<file path="config.mk">
export PLATFORM = sky130hd
export DESIGN_NAME = bus_wdog_supervisor
export DESIGN_NICKNAME = d
export VERILOG_FILES = /design/src/rtl/wdsup_pkg.sv /design/src/rtl/wdsup_sync.sv /design/src/rtl/wdsup_start_det.sv /design/src/rtl/wdsup_timer.sv /design/src/rtl/bus_wdog_supervisor.sv
export SDC_FILE = /design/constraint.sdc
export NUM_CORES = 1
export LEC_CHECK = 0
export ABC_AREA = 1
export BUFFER_PORTS_ARGS = -buffer_cell sky130_fd_sc_hd__clkbuf_2
export CORE_MARGIN = 10
export CORE_UTILIZATION = 61
export DETAILED_ROUTE_END_ITERATION = 8
export GPL_TIMING_DRIVEN = 0
export PLACE_DENSITY = 0.85
export SKIP_CTS_REPAIR_TIMING = 1
export SYNTH_ARGS = -nofsm -noshare
export SYNTH_HDL_FRONTEND = slang
export SYNTH_SLANG_ARGS = --single-unit
</file>
<file path="constraint.sdc">
create_clock -name clk -period 2.4 [get_ports clk]
set_clock_uncertainty 0.2 [all_clocks]
set_input_delay 0.48 -clock clk [delete_from_list [all_inputs] [get_ports clk]]
set_output_delay 0.48 -clock clk [all_outputs]
set_load 0.01 [all_outputs]
</file>
<file path="src/rtl/wdsup_pkg.sv">
// Shared types for the bus-start watchdog supervisor.
// Assumes: the period select keeps its bit encoding because the timer
// decodes it directly.
package wdsup_pkg;

    // Watchdog period select encoding.
    typedef enum logic [1:0] {
        SEL_LONG  = 2'b00,
        SEL_MID   = 2'b01,
        SEL_SHORT = 2'b10,
        SEL_OFF   = 2'b11
    } wd_sel_e;

    // Supervisor state: holding reset, or watching the bus.
    typedef enum logic {
        ST_HOLD  = 1'b0,
        ST_WATCH = 1'b1
    } sup_state_e;

endpackage

</file>
<file path="src/rtl/wdsup_sync.sv">
// Multi-bit synchronizer: each bit gets its own chain of STAGES flops.
// Assumes: the bits are independent levels, not a coherent bus value.
// No reset, so it can also carry the supply-good level that forms the reset.
module wdsup_sync #(
    parameter int WIDTH  = 1,
    parameter int STAGES = 2
) (
    input  logic             clk,
    input  logic [WIDTH-1:0] d,
    output logic [WIDTH-1:0] q
);

    for (genvar b = 0; b < WIDTH; b++) begin : g_bit
        logic [STAGES-1:0] stg;

        // Shift the asynchronous level through the flop chain.
        always_ff @(posedge clk) begin
            stg <= {stg[STAGES-2:0], d[b]};
        end

        assign q[b] = stg[STAGES-1];
    end

endmodule

</file>
<file path="src/rtl/wdsup_start_det.sv">
// Detects a bus START: synchronized SDA goes from high to low while
// synchronized SCL has been high for the current and previous cycles.
// Assumes: its inputs are already synchronized to clk. Reset is synchronous
// and active low.
module wdsup_start_det (
    input  logic clk,
    input  logic rst_n,
    input  logic scl_s,
    input  logic sda_s,
    output logic start
);

    logic scl_d;
    logic sda_d;

    // Keep the previous sample of both lines (idle bus is high).
    always_ff @(posedge clk) begin
        if (!rst_n) begin
            scl_d <= 1'b1;
            sda_d <= 1'b1;
        end else begin
            scl_d <= scl_s;
            sda_d <= sda_s;
        end
    end

    // A START needs SCL high across the SDA falling edge.
    assign start = scl_s & scl_d & sda_d & ~sda_s;

    // a falling edge lasts one cycle, so a START pulse never repeats back to back.
    assert_start_pulse_R3: assert property (@(posedge clk) disable iff (!rst_n)
        start |=> !start);

endmodule

</file>
<file path="src/rtl/wdsup_timer.sv">
// Supervisor timer: holds reset for RST_TICKS ticks, then watches for
// START pulses, and drops back into the hold when the selected period
// runs out. All counting advances on tick only.
// Assumes: start and sel are synchronous to clk. Reset is synchronous and
// active low.
module wdsup_timer
    import wdsup_pkg::*;
#(
    parameter int SHORT_TICKS = 250,
    parameter int MID_TICKS   = 750,
    parameter int LONG_TICKS  = 1750,
    parameter int RST_TICKS   = 250
) (
    input  logic       clk,
    input  logic       rst_n,
    input  logic       tick,
    input  logic       start,
    input  logic [1:0] sel,
    output logic       hold
);

    localparam int MAX_A = (SHORT_TICKS > MID_TICKS) ? SHORT_TICKS : MID_TICKS;
    localparam int MAX_P = (MAX_A > LONG_TICKS) ? MAX_A : LONG_TICKS;
    localparam int CNT_W = $clog2(MAX_P + 1);
    localparam int RST_W = $clog2(RST_TICKS + 1);

    sup_state_e       state;
    logic [CNT_W-1:0] wd_cnt;
    logic [RST_W-1:0] rst_cnt;
    logic [1:0]       sel_q;

    // Map a select code to its period in ticks; off maps to zero.
    function automatic logic [CNT_W-1:0] period_of(input logic [1:0] s);
        case (s)
            SEL_SHORT: period_of = CNT_W'(SHORT_TICKS);
            SEL_MID:   period_of = CNT_W'(MID_TICKS);
            SEL_LONG:  period_of = CNT_W'(LONG_TICKS);
            default:   period_of = '0;
        endcase
    endfunction

    // Hold/watch sequencing with its reset and watchdog counters.
    always_ff @(posedge clk) begin
        if (!rst_n) begin
            state   <= ST_HOLD;
            rst_cnt <= RST_W'(RST_TICKS);
            wd_cnt  <= '0;
            sel_q   <= SEL_OFF;
        end else begin
            case (state)
                ST_HOLD: begin
                    if (tick) begin
                        if (rst_cnt <= RST_W'(1)) begin
                            state  <= ST_WATCH;
                            wd_cnt <= period_of(sel);
                            sel_q  <= sel;
                        end else begin
                            rst_cnt <= rst_cnt - RST_W'(1);
                        end
                    end
                end
                default: begin
                    if (start) begin
                        wd_cnt <= period_of(sel);
                        sel_q  <= sel;
                    end else if (tick) begin
                        if (sel != sel_q) begin
                            wd_cnt <= period_of(sel);
                            sel_q  <= sel;
                        end else if (sel_q == SEL_OFF) begin
                            wd_cnt <= wd_cnt;
                        end else if (wd_cnt <= CNT_W'(1)) begin
                            state   <= ST_HOLD;
                            rst_cnt <= RST_W'(RST_TICKS);
                        end else begin
                            wd_cnt <= wd_cnt - CNT_W'(1);
                        end
                    end
                end
            endcase
        end
    end

    assign hold = (state == ST_HOLD);

    // a START during the hold changes neither the hold nor its count.
    assert_ignore_start_R7: assert property (@(posedge clk) disable iff (!rst_n)
        (state == ST_HOLD && start && !tick) |=> (state == ST_HOLD && $stable(rst_cnt)));

    // the last tick of a live period enters a full-length hold.
    assert_expire_hold_R4: assert property (@(posedge clk) disable iff (!rst_n)
        (state == ST_WATCH && tick && !start && sel == sel_q && sel_q != SEL_OFF
         && wd_cnt == CNT_W'(1)) |=> (state == ST_HOLD && rst_cnt == RST_W'(RST_TICKS)));

    // leaving the hold always starts with the full period of the latched select.
    assert_release_reload_R8: assert property (@(posedge clk) disable iff (!rst_n)
        $rose(state == ST_WATCH) |-> (wd_cnt == period_of(sel_q)));

    // a settled off selection never leads into a hold.
    assert_off_no_reset_R10: assert property (@(posedge clk) disable iff (!rst_n)
        (state == ST_WATCH && sel == SEL_OFF && sel_q == SEL_OFF) |=> (state == ST_WATCH));

    // the watchdog count never exceeds the longest period.
    assert_count_range_R3: assert property (@(posedge clk) disable iff (!rst_n)
        (state == ST_WATCH) |-> (wd_cnt <= CNT_W'(MAX_P)));

endmodule

</file>
<file path="src/rtl/bus_wdog_supervisor.sv">
// Top of the bus-start watchdog supervisor. It synchronizes the bus lines
// and supply-good, detects START conditions and runs the hold/watch timer.
// Assumes: supply-good low holds the synchronous internal reset, and the
// output is forced low combinationally while supply-good is low.
module bus_wdog_supervisor #(
    parameter int SHORT_TICKS = 250,
    parameter int MID_TICKS   = 750,
    parameter int LONG_TICKS  = 1750,
    parameter int RST_TICKS   = 250,
    parameter int SYNC_STAGES = 2
) (
    input  logic       clk,
    input  logic       tick_ms,
    input  logic       scl,
    input  logic       sda,
    input  logic [1:0] wd_sel,
    input  logic       supply_ok,
    output logic       rst_n_o
);

    logic [1:0] bus_s;
    logic       pwr_s;
    logic       start;
    logic       hold;

    // Bus lines into the clock domain.
    wdsup_sync #(.WIDTH(2), .STAGES(SYNC_STAGES)) u_bus_sync (
        .clk (clk),
        .d   ({scl, sda}),
        .q   (bus_s)
    );

    // Supply-good into the clock domain; it serves as the internal reset.
    wdsup_sync #(.WIDTH(1), .STAGES(SYNC_STAGES)) u_pwr_sync (
        .clk (clk),
        .d   (supply_ok),
        .q   (pwr_s)
    );

    wdsup_start_det u_start (
        .clk   (clk),
        .rst_n (pwr_s),
        .scl_s (bus_s[1]),
        .sda_s (bus_s[0]),
        .start (start)
    );

    wdsup_timer #(
        .SHORT_TICKS (SHORT_TICKS),
        .MID_TICKS   (MID_TICKS),
        .LONG_TICKS  (LONG_TICKS),
        .RST_TICKS   (RST_TICKS)
    ) u_timer (
        .clk   (clk),
        .rst_n (pwr_s),
        .tick  (tick_ms),
        .start (start),
        .sel   (wd_sel),
        .hold  (hold)
    );

    // Reset output: forced low by a missing supply, else follows the hold.
    assign rst_n_o = supply_ok & ~hold;

endmodule

</file>
==> metrics.yaml, run 1 <==
critPathRequiredTime_ns: 2.41
critPathCaptureType: "flop"
chipWidth_um: 75.1
slowest_delay_ns: 0.37
syn_to_final_growth_pct: 8.24
grt_pass1_vias: 1519
yosys_register_bits: 30
p_per_area_nw_per_um2: 497
cts-root-buf: "clkbuf_4"
drt_iter0_drc: 163
synth_cells: 280
path_cells: "inv_1 > ha_1 > nor2_1 > nor2_2 > nand2_2 > nand2_4 > nand3_2 > buf_2 > nand3b_1 > nand2_1 > nor2_1"
cts_buffers: 5
dieArea_um2: 5640
fmax_ghz: 0.501
overflow: 0
crit_path_start: "u_timer.rst_cnt[0]"
cts.sinks: 30
first_pass_iters: 4
crit_family: "simple AND/OR/NAND/NOR gates"
min-delay-start: "scl"
clk_path_buf_depth: 2
p_leak_uw: 0.00104
synth_cell_type_count: 25
detail-route-antenna-nets: 0
nets: 309
crit_top_cell: "nor2_1"
cp_num_buf_inv: 2
layout_worst_path_cycle_share: 0.832
totalWireLength_um: 3940
rsz0062_at_grt: "false"
viasPerCell: 5.33
cpMaxStageDelayCell: "dfxtp_1"
num_vias: 1736
grtUsageMet2: 0.234
syn_area_um2: 1850
setup_violations: 0
peakVddDrop_uv: 354
use_met3: 0.0394
power_uw: 997
regToRegStartpoint: "u_timer.rst_cnt[0]"
finalSetupTns_ns: 0
port_buffers: 7
dp_hpwl_um: 2870
critPathArrivalTime_ns: 2.00
rows: 19
seq_area_frac_synth: 0.324
status: "complete, no violations"
grt_pass1_wl_um: 6760
cts_tree: "yes"
core_region_area_um2: 2830
cp_max_fo: 10
grt.busiest_layer: "met2"
wire_per_inst_um: 12.1
h-tree-depth: 2
gp_congestion: 0.923
clk_latency_ns: 0.33
antenna_found_initial: 0
drive_above_1_share: 0.193
hold_violations: 0
tightest_slew_ns: 0.549
crit_type: "reg -> reg"
num_io_pins: 8
insertedDiodeCount: 0
grt_usage: 0.151
maxCapViolations: 0
start_kind: "flop"
maxSlewViolCount: 0
route.detailed.drc: 0
max_slew_margin: 0.634
syn_nets: 295
clkSlewWorstSetupHoldPaths_ns: 0.10
grtUsageMet1: 0.198
syn_avg_cell_area_um2: 6.62
hold_class: "in -> reg"
yosys_warnings: 0
die_y_um: 75.1
start_util: 0.655
grt_max_degree: 11
period_needed_ns: 2.00
## cell type report
| type | count | area [um^2] |
|---|---|---|
| Clock buffer | 8 | 78.8 |
| Multi-Input combinational cell | 211 | 1090 |
| Buffer | 7 | 45.0 |
| Sequential cell | 30 | 601 |
| Inverter | 32 | 120 |
| Tap cell | 31 | 38.8 |
| Timing Repair Buffer | 7 | 35.0 |
| Fill cell | 234 | 823 |
## path summary, 6_finish.rpt
path	end	slack (ns)	cells after the start
max reg2reg	u_timer.wd_cnt[6]	0.40	11
min	u_bus_sync.g_bit[1].stg[0]	0.05	1
max	u_timer.wd_cnt[6]	0.40	11
min reg2reg	u_pwr_sync.g_bit[0].stg[1]	0.14	0
## cells by family (layout without fill, tap and decap cells)
logic type | count (synthesis) | count (layout) | synth area share
buffers and inverters | 39 | 54 | 0.0891
flip-flops | 30 | 30 | 0.324
AO/OA/AOI/OAI | 25 | 25 | 0.0689
adder cells (fa/ha/maj) | 8 | 8 | 0.0540
AND/OR/NAND/NOR | 174 | 174 | 0.445
XOR/XNOR | 4 | 4 | 0.0189
## metrics by stage
stage	cell area (um^2)	setup WS (ns)	instances	hold WS (ns)	utilization
after global routing	2010	0.250	326	0.0421	0.709
final	2010	0.404	326	0.0486	0.709
after floorplan	1850	0.627	280	0.110	-
after detailed placement	1930	0.400	318	0.117	0.681
after CTS	2010	0.399	326	0.0438	0.709
after global placement	1930	0.416	318	0.111	0.681
## per-layer routing
layer	share of wire	routed length (um)	up-vias
met5	0	0	-
met4	0.016	62	0
met3	0.045	176	7
li1	-	-	923
met1	0.48	1890	775
met2	0.46	1810	31
## cells in the final DEF, fill, tap and decap left out, types with 3 or more instances in the layout
master / n
inv_2: 8
nand3_1: 40
nand4_1: 3
buf_2: 3
a21oi_1: 11
nor2_1: 26
nor2_2: 7
ha_1: 8
clkbuf_4: 5
dfxtp_1: 30
inv_1: 23
nor3_1: 3
clkbuf_2: 7
nand2_4: 4
o21ai_0: 13
clkbuf_8: 3
nand2_1: 71
nand2_2: 14
## flip-flops by register name (all words and copies together), names as in the netlist
register	count
u_timer.state	1
u_timer.wd_cnt	11
u_start.sda_d	1
u_timer.sel_q	2
u_start.scl_d	1
u_bus_sync.g_bit.stg	4
u_pwr_sync.g_bit.stg	2
u_timer.rst_cnt	8
## power breakdown
part	leakage, uW	internal (uW)	switching, uW
combinational	0.000750	36.3	62.7
clock	0.0000446	200	171
sequential	0.000247	515	11.6
total	0.00104	751	246
## cell usage after synthesis, drive strengths merged
cell type | count | share of area
a21oi | 11 | 0.030
buf | 5 | 0.020
clkbuf | 2 | 0.0041
clkinv | 1 | 0.0020
dfxtp | 30 | 0.32
ha | 8 | 0.054
inv | 31 | 0.063
nand2 | 89 | 0.22
nand3 | 41 | 0.11
nand3b | 2 | 0.0081
nand4 | 4 | 0.017
nor2 | 33 | 0.076
nor3 | 3 | 0.0081
o21ai | 13 | 0.035
o21bai | 1 | 0.0041
or2 | 2 | 0.0068
xnor2 | 2 | 0.0095
xor2 | 2 | 0.0095
Power figures use the tool's default switching activity.
==> inputs of run 2 (changes only) <==
==> constraint.sdc (replaced) <==
create_clock -name clk -period 2 [get_ports clk]
set_clock_uncertainty 0.2 [all_clocks]
set_input_delay 0.4 -clock clk [delete_from_list [all_inputs] [get_ports clk]]
set_output_delay 0.4 -clock clk [all_outputs]
set_load 0.01 [all_outputs]
==> run 2 against run 1 <==
- critical path depth stayed put
- global-route usage unchanged
- largest power group unchanged
- via count increased by 0.81%
- flip-flop and latch count unchanged
- combinational power is 30% higher
- register-to-register slack lost 0.29 ns
==> metrics.yaml, run 2 (synthesis gave the netlist of run 1 again) <==
antenna_found_initial: 0  # unchanged
cp_max_fo: 10  # unchanged
final_cell_mix: "nand2_1, nand3_1, dfxtp_1, nor2_1, inv_1"  # unchanged
tightest_slew_ns: 0.549  # about the same
num_io_pins: 8  # unchanged
port_buffers: 7  # unchanged
critPathCaptureType: "flop"  # unchanged
rows: 19  # unchanged
clk_latency_ns: 0.33  # about the same
fmax_ghz: 0.529  # was 0.501 GHz
top_register: "u_timer.wd_cnt"  # unchanged
setup_violations: 0  # unchanged
first_pass_iters: 4  # unchanged
rsz0062_at_grt: "false"  # unchanged
cts_tree: "yes"  # unchanged
grt_pass1_wl_um: 6760  # unchanged
crit_type: "reg -> reg"  # unchanged
grt_pass1_vias: 1519  # unchanged
cts-root-buf: "clkbuf_4"  # unchanged
route.detailed.drc: 0  # unchanged
chipWidth_um: 75.1  # unchanged
drt_iter0_drc: 170  # was 163
detail-route-antenna-nets: 0  # unchanged
maxSlewViolCount: 0  # unchanged
insertedDiodeCount: 0  # unchanged
layout_worst_path_cycle_share: 0.945  # was 0.832
dpl.cell_count: 318  # unchanged
gp_congestion: 0.923  # unchanged
dp_hpwl_um: 2870  # unchanged
grt_max_degree: 11  # unchanged
start_kind: "flop"  # unchanged
die_y_um: 75.1  # unchanged
cpMaxStageDelayCell: "dfxtp_1"  # unchanged
clk_path_buf_depth: 2  # unchanged
period_needed_ns: 1.89  # was 2.00 ns
largest_reg_flops: 11  # unchanged
slowest_delay_ns: 0.38  # was 0.37 ns
cts.sinks: 30  # unchanged
peakVddDrop_uv: 425  # was 354 uV
wire_per_inst_um: 12.1  # about the same
grt_usage: 0.151  # unchanged
viasPerCell: 5.32  # was 5.33
start_util: 0.655  # unchanged
hold_class: "reg -> reg"  # was in -> reg
max_slew_margin: 0.634  # about the same
clkSlewWorstSetupHoldPaths_ns: 0.09  # was 0.10 ns
critPathArrivalTime_ns: 1.89  # was 2.00 ns
fin_cells: 329  # was 326
cts_buffers: 5  # unchanged
hold_violations: 0  # unchanged
path_cells: "inv_2 > ha_4 > nor2_1 > nor2_2 > nand2_2 > nand2_4 > nand3_2 > buf_2 > nand3b_1 > nand2_1 > nor2_1"  # was inv_1 > ha_1 > nor2_1 > nor2_2 > nand2_2 > nand2_4 > nand3_2 > buf_2 > nand3b_1 > nand2_1 > nor2_1
fillers: 223  # was 234
h-tree-depth: 2  # unchanged
crit_top_cell: "nor2_1"  # unchanged
p_per_area_nw_per_um2: 588  # was 497 nW/um^2
num_vias: 1750  # was 1736
maxCapViolations: 0  # unchanged
core_region_area_um2: 2830  # unchanged
drive_above_1_share: 0.201  # was 0.193
syn_to_final_growth_pct: 10.5  # was 8.24%
final_common_cell: "nand2_1"  # unchanged
overflow: 0  # unchanged
power_uw: 1210  # was 997 uW
largestRegisters: "u_timer.wd_cnt: 11 flops, u_timer.rst_cnt: 8 flops, u_bus_sync.g_bit.stg: 4 flops"  # unchanged
status: "complete, no violations"  # unchanged
dieArea_um2: 5640  # unchanged
totalWireLength_um: 4000  # was 3940 um
critPathRequiredTime_ns: 2.00  # was 2.41 ns
p_leak_uw: 0.00105  # was 0.00104 uW
nets: 312  # was 309
-- run 2: cell count changes in the layout (fill, tap and decap cells not counted) --
| cell | before | now |
|---|---|---|
| inv_2 | 8 | 10 |
| ha_4 | 0 | 1 |
| ha_1 | 8 | 7 |
| dlygate4sd3_1 | 0 | 3 |
| inv_1 | 23 | 21 |
-- run 2: layout make-up --
cell class	instances	area (um^2)	share of cell area
well taps	31	38.8	0.0189
flip-flops and latches	30	601	0.293
plain buffers	7	45.0	0.0220
clock buffers	8	78.8	0.0385
multi-input cells	211	1100	0.537
inverters	32	120	0.0586
repair buffers	10	65.1	0.0318
-- run 2: critical path: cells and delay by family, from the launching register on --
family                     cells  cell delay, ns
buffers and inverters          2            0.32
adders and majority gates      1            0.18
and+or+nand+nor                8            0.67
DFF                            1            0.38
-- run 2: metrics by stage --
step | util | cell area [um^2] | setup TNS [ns] | hold slack, ns | setup slack [ns]
floorplan | - | 1850 | 0 | 0.110 | 0.227
global placement | 0.681 | 1930 | 0 | 0.111 | 0.0841
detailed placement | 0.681 | 1930 | 0 | 0.117 | 0.0267
CTS | 0.709 | 2010 | -0.000855 | -0.0362 | -0.000855
global route | 0.724 | 2050 | 0 | 0.141 | 0.00963
finish | 0.724 | 2050 | 0 | 0.135 | 0.110
-- run 2: power breakdown --
| part | switching [uW] | internal [uW] |
|---|---|---|
| combinational | 78.3 | 50.3 |
| clock | 205 | 240 |
| sequential | 14.4 | 617 |
| total | 297 | 908 |
-- run 2: worst paths after layout --
| kind | from | end | slack [ns] | depth (start not counted) |
|---|---|---|---|---|
| setup / recovery | u_timer.rst_cnt[0] | u_timer.wd_cnt[6] | 0.11 | 11 |
| hold / removal | u_bus_sync.g_bit[0].stg[0] | u_bus_sync.g_bit[0].stg[1] | 0.13 | 0 |
| setup reg to reg | u_timer.rst_cnt[0] | u_timer.wd_cnt[6] | 0.11 | 11 |
| hold reg to reg | u_bus_sync.g_bit[0].stg[0] | u_bus_sync.g_bit[0].stg[1] | 0.13 | 0 |
-- run 2: routing by layer --
layer | GRT usage | up-vias | part of all wire
met4 | 0.0504 | 0 | 0.015
li1 | - | 929 | -
met1 | 0.198 | 776 | 0.46
met5 | 0 | - | 0
met2 | 0.234 | 38 | 0.46
met3 | 0.0394 | 7 | 0.056
